===== src/rtl/dual_wiper_i2c.sv =====
module dual_wiper_i2c #(
  parameter logic [6:0] DEV_ADDR = 7'b1010111,
  parameter int         TAPS_A   = 100
) (
  input  logic       clk,
  input  logic       rst_n,
  input  logic       scl_i,
  input  logic       sda_i,
  output logic       sda_oe_o,
  output logic [7:0] wiper_a_o,
  output logic [7:0] wiper_b_o
);

  localparam logic [7:0] A_MAX = 8'(TAPS_A - 1);

  typedef enum logic [3:0] {
    S_IDLE, S_ADDR, S_AACK, S_INSTR, S_IACK, S_WDATA, S_WACK, S_RDATA, S_RACK
  } st_t;

  st_t        st;
  logic [1:0] scl_sy, sda_sy;
  logic       scl_d, sda_d;
  logic [3:0] bitcnt;
  logic [7:0] sh;
  logic       rw, sel_b;

  wire scl_s    = scl_sy[1];
  wire sda_s    = sda_sy[1];
  wire scl_rise = scl_s & ~scl_d;
  wire scl_fall = ~scl_s & scl_d;
  wire start_c  = scl_s & scl_d & sda_d & ~sda_s;
  wire stop_c   = scl_s & scl_d & ~sda_d & sda_s;
  wire in_idle  = (st == S_IDLE);
  wire rx_state = (st == S_ADDR) || (st == S_INSTR) || (st == S_WDATA);
  wire [1:0] ptr    = sh[1:0];
  wire       ptr_ok = (ptr == 2'b01) || (ptr == 2'b10);
  wire [7:0] cur    = sel_b ? wiper_b_o : wiper_a_o;

  always_ff @(posedge clk) begin
    if (!rst_n) begin
      scl_sy    <= 2'b11;
      sda_sy    <= 2'b11;
      scl_d     <= 1'b1;
      sda_d     <= 1'b1;
      st        <= S_IDLE;
      bitcnt    <= '0;
      sh        <= '0;
      rw        <= 1'b0;
      sel_b     <= 1'b0;
      sda_oe_o  <= 1'b0;
      wiper_a_o <= '0;
      wiper_b_o <= '0;
    end else begin
      scl_sy <= {scl_sy[0], scl_i};
      sda_sy <= {sda_sy[0], sda_i};
      scl_d  <= scl_s;
      sda_d  <= sda_s;
      if (start_c) begin
        st       <= S_ADDR;
        bitcnt   <= '0;
        sda_oe_o <= 1'b0;
      end else if (stop_c) begin
        st       <= S_IDLE;
        sda_oe_o <= 1'b0;
      end else if (scl_rise) begin
        if (rx_state && bitcnt < 4'd8) begin
          sh     <= {sh[6:0], sda_s};
          bitcnt <= bitcnt + 4'd1;
        end else if (st == S_RACK) begin
          st <= S_IDLE;
        end
      end else if (scl_fall) begin
        case (st)
          S_ADDR:
            if (bitcnt == 4'd8) begin
              if (sh[7:1] == DEV_ADDR) begin
                sda_oe_o <= 1'b1;
                rw       <= sh[0];
                st       <= S_AACK;
              end else begin
                st <= S_IDLE;
              end
            end
          S_INSTR:
            if (bitcnt == 4'd8) begin
              if (ptr_ok) begin
                sda_oe_o <= 1'b1;
                sel_b    <= ptr[1];
                st       <= S_IACK;
              end else begin
                st <= S_IDLE;
              end
            end
          S_WDATA:
            if (bitcnt == 4'd8) begin
              sda_oe_o <= 1'b1;
              st       <= S_WACK;
              if (sel_b) wiper_b_o <= sh;
              else       wiper_a_o <= (sh > A_MAX) ? A_MAX : sh;
            end
          S_AACK:
            if (rw) begin
              st       <= S_RDATA;
              sh       <= {cur[6:0], 1'b0};
              sda_oe_o <= ~cur[7];
              bitcnt   <= 4'd1;
            end else begin
              st       <= S_INSTR;
              sda_oe_o <= 1'b0;
              bitcnt   <= '0;
            end
          S_IACK: begin
            st       <= S_WDATA;
            sda_oe_o <= 1'b0;
            bitcnt   <= '0;
          end
          S_WACK: begin
            st       <= S_IDLE;
            sda_oe_o <= 1'b0;
          end
          S_RDATA:
            if (bitcnt == 4'd8) begin
              st       <= S_RACK;
              sda_oe_o <= 1'b0;
            end else begin
              sda_oe_o <= ~sh[7];
              sh       <= {sh[6:0], 1'b0};
              bitcnt   <= bitcnt + 4'd1;
            end
          default: ;
        endcase
      end
    end
  end

endmodule


===== config.mk =====
export PLATFORM = sky130hd
export DESIGN_NAME = dual_wiper_i2c
export DESIGN_NICKNAME = d
export VERILOG_FILES = /design/src/rtl/dual_wiper_i2c.sv
export SDC_FILE = /design/constraint.sdc
export NUM_CORES = 1
export LEC_CHECK = 0
export ABC_CLOCK_PERIOD_IN_PS = 4500
export CAP_MARGIN = 20
export CORE_MARGIN = 10
export CORE_UTILIZATION = 50
export DETAILED_ROUTE_END_ITERATION = 10
export DONT_BUFFER_PORTS = 1
export PLACE_DENSITY = 0.62
export REMOVE_ABC_BUFFERS = 1
export SLEW_MARGIN = 20
export SYNTH_ARGS = -nofsm -noshare
export SYNTH_HDL_FRONTEND = slang
export SYNTH_SLANG_ARGS = --single-unit

===== constraint.sdc =====
create_clock -name clk -period 4.5 [get_ports clk]
set_input_delay 0.225 -clock clk [delete_from_list [all_inputs] [get_ports clk]]
set_output_delay 0.225 -clock clk [all_outputs]
set_load 0.05 [all_outputs]

==> run metrics, run 1 <==
status finished, final reports clean; die height 85.78 um; Synth Area per Inst around 8.5 sq um; Initial Util between 50 and 60%; htree depth 2; area of the mapped netlist 2163 sq um; via count 1806; core area roughly 4000 sq um; sequential area share after synthesis between 30% and 40%; Detail Placement HPWL 3360 um; clk sink count 41; WL per Instance roughly 16 um; yosys synthesis warning count 0; Post-Route WL 4892 um; Final setup viols 0; die area between 7000 and 8000 sq um; final worst-path cycle share 51.78%; Setup crit end kind register; clk slew on worst S/H paths about 0.070 ns; DR pass1 iterations 4; vias in the first global route approximately 1700; CTS Buf Count 5; setup TNS 0 ns; crit start category register; Mapped Cells ~260; CP required 4.72 ns; antenna-violating nets left 0; Netlist cell types between 40 and 50; initial antenna violation count 0; Primary FF master, synth dfxtp_1; worst vdd rail ir drop around 0.20 mV; DRC Markers 0; RSZ-0062 raised after global routing false; Peak Freq ~430 MHz; Worst Skew slightly below 0.005 ns; Worst-Margin Slew roughly 0.86 ns; diode count 0; DRT iter0 DRCs 202; Rows 23; Slew HR between 40 and 50%; clock root cell clkbuf_8; Max FO, Critical Path 22; post-synthesis register bit count 41; io pins 21; Non-Filler Instances 299; leak pwr about 0.91 nW; sequential standard cell area slightly above 800 sq um; postcts setup bufs 0; area grow syn2layout 4.280%; Clk Latency, worst-skew pair 0.29 ns; Post-synth EDFFs 0; Die W ~86 um; Clock Path Buffers 2; area taken by multi-input logic gates between 1000 and 1500 sq um; Vias/cell 6.040; type of the tightest min-delay check input port to register; first-pass GRT wire length 8418 um; GRT Total Usage 13.91%; arrival time worst endpoint about 2.6 ns; Final #Nets 260; final critical delay including setup and external delays 2.330 ns; post-placement cell count just under 300; Routability Congestion 0.9305; total gr overflow 0; async set-or-reset flop fraction in the synthesized netlist 0%; CTS tree yes; post_cts resized 0; layout cell share with drive strength beyond 1 around 5.2%; FILL cells between 300 and 400; largest net degree at the start of global routing 49; fin. max-slew vios 0; port bufs 0; Crit Path Class register to register; final hold violation count 0; pwr dens roughly 270 nW/um^2; Maximum Capacitance Violations 0
## worst paths after layout
check / slack [ns] / cells after the start / end / from
setup reg to reg: 2.17 / 6 / bitcnt[2]$_SDFFE_PP0P_ / st[1]$_SDFFE_PP0P_
setup / recovery: 2.17 / 6 / bitcnt[2]$_SDFFE_PP0P_ / st[1]$_SDFFE_PP0P_
hold / removal: 0.01 / 1 / scl_sy[1]$_SDFF_PN1_ / rst_n
hold reg to reg: 0.41 / 1 / sda_sy[1]$_SDFF_PN1_ / sda_sy[0]$_SDFF_PN1_
## routing by layer
layer  up-vias  track usage (%)  share of wire (%)
met4         0            4.491               0.55
met1       845            18.14                 49
li1        907                -                  -
met5         -                0                  0
met3         4            4.447                6.8
met2        50            21.05                 44
## what timing repair did
| action | in CTS | in global routing |
|---|---|---|
| setup endpoints to repair | 0 | 0 |
| hold endpoints to repair | 1 | 1 |
| hold buffers | 1 | 1 |
## where the power goes
| group | internal [mW] | switching (mW) | total (mW) | leakage, nW |
|---|---|---|---|---|
| clock | 0.102 | 0.116 | 0.218 | 0.0399 |
| combinational | 0.0136 | 0.0173 | 0.0309 | 0.541 |
| sequential | 0.366 | 0.00502 | 0.371 | 0.331 |
## synthesized netlist by cell type (3+ instances only)
cell type,instances,area (sq um)
nand2b_1,6,37.54
nand3_1,12,60.06
inv_1,9,33.78
nor2_1,13,48.80
a311oi_1,3,26.28
nand3b_1,4,30.03
nand2_1,36,135.1
ha_1,6,75.07
a21oi_1,10,50.05
dfxtp_1,41,820.8
mux2i_1,21,210.2
o21ai_0,18,90.09
nor2b_1,6,37.54
o211ai_1,11,82.58
clkbuf_1,13,48.80
nand4_1,7,43.79
## final cells by class
class | count | area share (%)
timing repair buffer | 3 | 1.220
sequential | 41 | 36.38
tap | 50 | 2.773
multi-input combinational | 190 | 54.85
clock inverter | 1 | 0.2219
clock buffer | 5 | 3.050
inverter | 9 | 1.498
## cells by family after synthesis
group / after synthesis / synth area share [%]
and+or+nand+nor: 101 / 24.70
AOI/OAI and AO/OA: 59 / 17.99
DFF: 41 / 37.94
buffers and inverters: 25 / 4.858
muxes: 22 / 10.24
adders and majority gates: 6 / 3.470
xor gates and xnor gates: 2 / 0.8099
## cell usage in the layout, fill, tap and decap left out, types with 2 or more instances in the layout
master         count
dfxtp_1           41
nand2_1           36
mux2i_1           21
o21ai_0           18
nor2_1            13
nand3_1           12
o211ai_1          11
a21oi_1           10
inv_1              9
nand4_1            7
nor2b_1            6
nand2b_1           6
ha_1               6
clkbuf_8           5
nand3b_1           4
a311oi_1           3
a211oi_1           2
and3b_1            2
or2_2              2
and2b_2            2
a22oi_1            2
a31oi_1            2
o211a_1            2
a311o_1            2
dlygate4sd3_1      2
## through the flow
| stage | util, % | worst slack [ns] | power (mW) | cell area, sq um | hold WS, ns |
|---|---|---|---|---|---|
| floorplan | - | 2.369 | 0.4014 | 2092 | 0.2869 |
| finish | 55.21 | 2.170 | 0.6202 | 2256 | 0.01204 |
| detailed placement | 52.91 | 2.189 | 0.4082 | 2162 | 0.3012 |
| CTS | 54.96 | 2.181 | 0.6257 | 2246 | 0.005979 |
| global placement | 52.91 | 2.237 | 0.4085 | 2162 | 0.2977 |
| global route | 55.21 | 1.845 | 0.6439 | 2256 | 0.001503 |
## worst max-delay path, cell delays in order (launching register included)
cell	delay [ns]
dfxtp_1	0.64
and4b_4	0.37
nor2_1	0.05
buf_4	0.21
a211o_1	0.35
or4b_1	0.48
a21oi_1	0.16
## registers in the layout, summed over array words and instances, names as in the netlist
| name | count |
|---|---|
| bitcnt | 4 |
| rw | 1 |
| scl_d | 1 |
| scl_sy | 2 |
| sda_d | 1 |
| sda_oe_o | 1 |
| sda_sy | 2 |
| sel_b | 1 |
| sh | 8 |
| st | 4 |
| wiper_a_o | 8 |
| wiper_b_o | 8 |
(Power assumes the default switching activity.)
==> run 2, diff against run 1 <==
- ABC_CLOCK_PERIOD_IN_PS: 4500 -> 1900
- PLACE_DENSITY: 0.62 -> 0.65
- clock period: 4.5 -> 1.9 ns (I/O delays scaled with it)
==> run 2 against run 1 <==
Net effect: the flow now finishes with violations (negative setup slack); critical path depth did not move; clock skew fell by 0.0014 ns; global-route usage rose by 1.3 points; via count rose by 14%; final cell count rose by 19%; non-clock buffer count rose by 55; fmax rose by 15%; core utilization rose by 13 points; clock-buffer cell count rose by 2; sequential share of layout area fell by 6.8 points; combinational power rose to 4.1 times the previous value; first-iteration DRC count rose by 3.5%; critical path type unchanged; largest cell class unchanged; highest routed layer unchanged.
==> run metrics, run 2 (synthesized netlist as in run 1, its figures left out) <==
status finished, violations left; failing checks negative setup slack; die height ~86 um; clock root cell clkbuf_8; largest net degree at the start of global routing between 40 and 50; Die W between 80 and 90 um; dpl cell area 2527 sq um; final hold violation count 0; CP startpoint scl_sy[1]$_SDFF_PN1_; via count 2052; worst r2r path cells 6; sequential standard cell area 825.8 sq um; core area slightly above 4000 sq um; area taken by multi-input logic gates between 1000 and 1500 sq um; HP Start rst_n; setup TNS -0.1975 ns; layout cell share with drive strength beyond 1 between 20% and 30%; Post-Route WL 5619 um; Hold Crit Depth 2; total gr overflow 0; DRC Markers 0; clk sink count a little over 40; Largest regs sh x8, wiper_a_o x8, wiper_b_o x8; Slew HR about two thirds; final instance area about 2800 sq um; R2R Path End bitcnt[2]$_SDFFE_PP0P_; clk slew on worst S/H paths roughly 0.080 ns; pwr dens 559.0 nW/um^2; area grow syn2layout 28.86%; Crit Path Class register to register; Max FO, Critical Path 4; Vias/cell between 5 and 6; Clock Path Buffers 2; Maximum Capacitance Violations 0; Worst-Margin Slew around 0.51 ns; Reg2Reg Setup Slack -0.12 ns; fin. max-slew vios 0; antenna-violating nets left 0; final hold slack 0.02054 ns; CTS Buf Count 5; Place WS -0.2182 ns; DR pass1 iterations 4; most frequent cells in the layout buf_4, dfxtp_1, nand2_1; Routability Congestion 0.8888; top layer in use met4; Rows 23; Initial Util 52.94%; GRT Total Usage around 15%; met3 WL roughly 360 um; RSZ-0062 raised after global routing true; die area around 7400 sq um; CP required approximately 2.1 ns; worst r2r src scl_sy[1]$_SDFF_PN1_; io pins 21; Worst Skew around 0.0035 ns; met2 wire len 2664 um; initial antenna violation count 0; vias in the first global route roughly 2000; leak pwr ~1.2 nW; CTS tree yes; port bufs 0; commonest non-fill, non-tap cell in the layout buf_4; Final setup viols 2; final critical delay including setup and external delays a little over 2 ns; WL per Instance about 16 um; DRT iter0 DRCs 209; Setup crit end kind register; routed length on met1 about 2500 um; slowest cell on the critical path or4b_4; worst vdd rail ir drop between 0.5 and 0.6 mV; Peak Freq 494.2 MHz; FILL cells around 340; htree depth 2; final worst-path cycle share 106.5%; Hold Path Sink bitcnt[2]$_SDFFE_PP0P_; slowest cell delay on critical path approximately 0.5 ns; first-pass GRT wire length 9459 um; worst path cell trace ha_2, and3b_1, a311o_1, a211o_1, or4b_4, a21oi_2; diode count 0; Setup WS post-layout -0.1234 ns; crit start category register; Clk Latency, worst-skew pair just under 0.3 ns; arrival time worst endpoint about 2.3 ns; Final #Nets between 300 and 400; type of the tightest min-delay check input port to register; Detail Placement HPWL 3944 um
==> run 2: cell types whose count changed in the layout (fill, tap and decap cells not counted), sizes merged <==
| cell | change |
|---|---|
| clkbuf | +3 |
| buf | +53 |
| clkinv | -1 |
| clkinvlp | +1 |
| dlygate4sd3 | +1 |
==> run 2: final cells by class <==
class	count	share of cell area, %
sequential	41	29.62
tap	50	2.244
clock inverter	1	0.2693
multi-input combinational	190	46.23
clock buffer	7	2.738
inverter	9	1.212
timing repair buffer	58	17.68
==> run 2: worst max path at each step <==
stage	end	slack (ns)
final	bitcnt[2]$_SDFFE_PP0P_	-0.12
after global routing	bitcnt[2]$_SDFFE_PP0P_	-0.20
after CTS	bitcnt[2]$_SDFFE_PP0P_	-0.12
after detailed placement	bitcnt[2]$_SDFFE_PP0P_	-0.22
after floorplan	sh[0]$_SDFFE_PN0P_	-0.23
after global placement	bitcnt[2]$_SDFFE_PP0P_	-0.14
==> run 2: power by group <==
part	switching [mW]	internal, mW	leakage [nW]
sequential	0.00453	0.866	0.332
clock	0.299	0.260	0.0385
combinational	0.0712	0.0570	0.842
total	0.375	1.18	1.21
==> run 2: per-layer routing <==
layer,vias to the layer above,GRT usage (%)
met5,-,0
met4,0,5.240
met3,8,4.163
met2,56,24.86
met1,968,18.68
li1,1020,-
==> run 2: what timing repair did <==
item / CTS / global route
pin swaps: 6 / 6
resized for setup: 5 / 20
setup buffers: 2 / 3
cloned: 0 / 1
endpoints found under the hold margin: 33 / 0
hold buffers: 4 / 0
setup endpoints to repair: 4 / 20
==> run 2: critical path, delay by kind of cell, from the launching register on <==
family / cells / cell delay (ns)
compound gates: 3 / 0.77
flops: 1 / 0.34
simple gates: 2 / 0.67
fa+ha+maj: 1 / 0.18
==> run 2: per-stage QoR <==
stage	power (mW)	instances	util [%]
after global placement	0.9834	338	61.85
after global routing	1.611	356	68.22
after floorplan	0.9507	240	-
final	1.558	356	68.22
after detailed placement	0.9849	338	61.85
after CTS	1.562	352	65.71
==> run 3, diff against run 2 <==
- CORE_UTILIZATION: 50 -> 56
- PLACE_DENSITY: 0.65 -> 0.71
==> run 3 against run 2 <==
Net effect: the flow still finishes with violations (negative setup slack); clock skew rose by 0.0053 ns; clock-buffer cell count fell by 1; combinational power rose by 8%; sequential cell count did not move; sequential power barely moved; via count rose by 3.2%; final cell count fell by 0.56%; critical endpoint unchanged; largest cell class unchanged; largest power group unchanged; highest routed layer unchanged.
==> run metrics, run 3 (synthesized netlist as in run 1, its figures left out) <==
R2R Path End bitcnt[2]$_SDFFE_PP0P_; clk sink count a little over 40; final hold slack approximately 0.0020 ns; status finished, violations left; pwr dens 573.8 nW/um^2; sw power roughly 390 uW; failing checks negative setup slack; Clk Latency, worst-skew pair 0.30 ns; core area approximately 3700 sq um; die area approximately 6700 sq um; Rows 22; fin. max-slew vios 0; FILL cells roughly 280; vias in the first global route a little over 2000; Hold Crit Depth 2; io pins 21; Vias/cell around 6; Clk network pwr share a little under two fifths; RSZ-0062 raised after global routing true; worst r2r src scl_sy[1]$_SDFF_PN1_; Worst Skew about 0.0088 ns; Maximum Capacitance Violations 0; Peak Freq 506.7 MHz; total gr overflow 0; Initial Util around three fifths; leak pwr 1.220 nW; Die W 82.16 um; die height between 80 and 90 um; area taken by multi-input logic gates between 1000 and 1500 sq um; crit path to bitcnt[2]$_SDFFE_PP0P_; Largest regs sh x8, wiper_a_o x8, wiper_b_o x8; CP required about 2.1 ns; type of the tightest min-delay check input port to register; final worst-path cycle share 103.9%; final hold violation count 0; clk slew on worst S/H paths 0.08 ns; most frequent cells in the layout buf_4, dfxtp_1, nand2_1; Post-Route WL roughly 5800 um; Max FO, Critical Path 4; sequential standard cell area 825.8 sq um; worst vdd rail ir drop 0.5635 mV; htree depth 2; port bufs 0; GRT Total Usage 17.64%; DR pass1 iterations 7; Int Power about 1.2 mW; CTS tree yes; Setup WS post-layout -0.07357 ns; layout cell share with drive strength beyond 1 around 28%; area grow syn2layout 29.21%; Slew HR 64.72%; total power between 1.5 and 2 mW; Worst-Margin Slew 0.5267 ns; Routability Congestion approximately 0.9; DRC Markers 0; sw frac between 20% and 30%; arrival time worst endpoint between 2 and 2.5 ns; CP startpoint scl_sy[1]$_SDFF_PN1_; power share of the sequential group a little over half; final instance area roughly 2800 sq um; clock root cell clkbuf_8; Setup crit end kind register; first-pass GRT wire length approximately 9500 um; commonest non-fill, non-tap cell in the layout buf_4; largest net degree at the start of global routing 46; antenna-violating nets left 0; Final setup viols 2; Place WS -0.1878 ns; worst r2r path cells 6; Detail Placement HPWL 3919 um; DRT iter0 DRCs between 200 and 300; CTS Buf Count 5; final critical delay including setup and external delays roughly 2.0 ns; Crit Path Class register to register; diode count 0; Gate power share 8.6%; WL per Instance around 16 um; initial antenna violation count 0; via count approximately 2100; Final #Nets about 320; crit start category register; dpl cell area approximately 2500 sq um; Clock Path Buffers 2; Reg2Reg Setup Slack -0.07 ns
run 3: cell types whose count changed in the layout (fill, tap and decap cells not counted), moves of 2 or more:
cell,before,now
clkbuf_1,2,0
o21ai_1,3,1
buf_4,50,52
o21ai_0,15,17
run 3: per-stage QoR:
step / util [%] / std cells / TNS (ns)
3_5_place_dp: 68.86 / 338 / -0.4025
6_report: 75.78 / 354 / -0.09835
2_1_floorplan: - / 240 / -2.269
4_1_cts: 73.61 / 351 / -0.1238
3_3_place_gp: 68.86 / 338 / -0.1917
5_1_grt: 75.78 / 354 / -0.3265
run 3: power by group through the flow:
| stage | Combinational (mW) | Clock, mW | Sequential [mW] |
|---|---|---|---|
| 2_1_floorplan | 0.0555 | 0 | 0.895 |
| 3_3_place_gp | 0.0960 | 0 | 0.890 |
| 3_5_place_dp | 0.0969 | 0 | 0.890 |
| 4_1_cts | 0.125 | 0.605 | 0.870 |
| 5_1_grt | 0.152 | 0.644 | 0.871 |
| 6_report | 0.138 | 0.596 | 0.870 |
run 3: metal layers:
metal | GRT usage, % | up-vias | part of all wire [%]
met3 | 5.508 | 9 | 8.5
met1 | 22.23 | 992 | 43
met5 | 0 | - | 0
li1 | - | 1023 | -
met2 | 28.29 | 93 | 47
met4 | 5.272 | 0 | 1.5
run 3: layout make-up:
| type | instances | share of cell area, % |
|---|---|---|
| repair buffers | 59 | 17.05 |
| inverters | 9 | 1.209 |
| flip-flops and latches | 41 | 29.54 |
| multi-input cells | 190 | 46.82 |
| clock buffers | 6 | 2.954 |
| clock inverters | 1 | 0.2686 |
| well taps | 48 | 2.149 |
run 3: repair_timing:
action | CTS | global route
gates resized for setup | 8 | 15
hold buffers | 4 | 0
cloned | 0 | 1
pin swaps | 6 | 6
setup endpoints to repair | 7 | 28
endpoints found under the hold margin | 33 | 0
setup buffers | 2 | 2
run 3: how the worst min path moves through the flow:
| stage | slack [ns] | endpoint | startpoint |
|---|---|---|---|
| global placement | 0.16 | scl_d$_SDFF_PN1_ | rst_n |
| finish | 0.002 | sda_oe_o$_SDFFE_PP0P_ | rst_n |
| floorplan | 0.16 | scl_d$_SDFF_PN1_ | rst_n |
| detailed placement | 0.17 | scl_d$_SDFF_PN1_ | rst_n |
| global route | 0.02 | sda_oe_o$_SDFFE_PP0P_ | rst_n |
| CTS | 0.005 | sda_oe_o$_SDFFE_PP0P_ | rst_n |
run 3: critical path, stage by stage, from the launching register on:
cell     delay [ns]
dfxtp_2        0.34
ha_2           0.18
and3b_1        0.16
a311o_1        0.34
a211o_1        0.28
or4b_1         0.47
a21oi_1        0.14
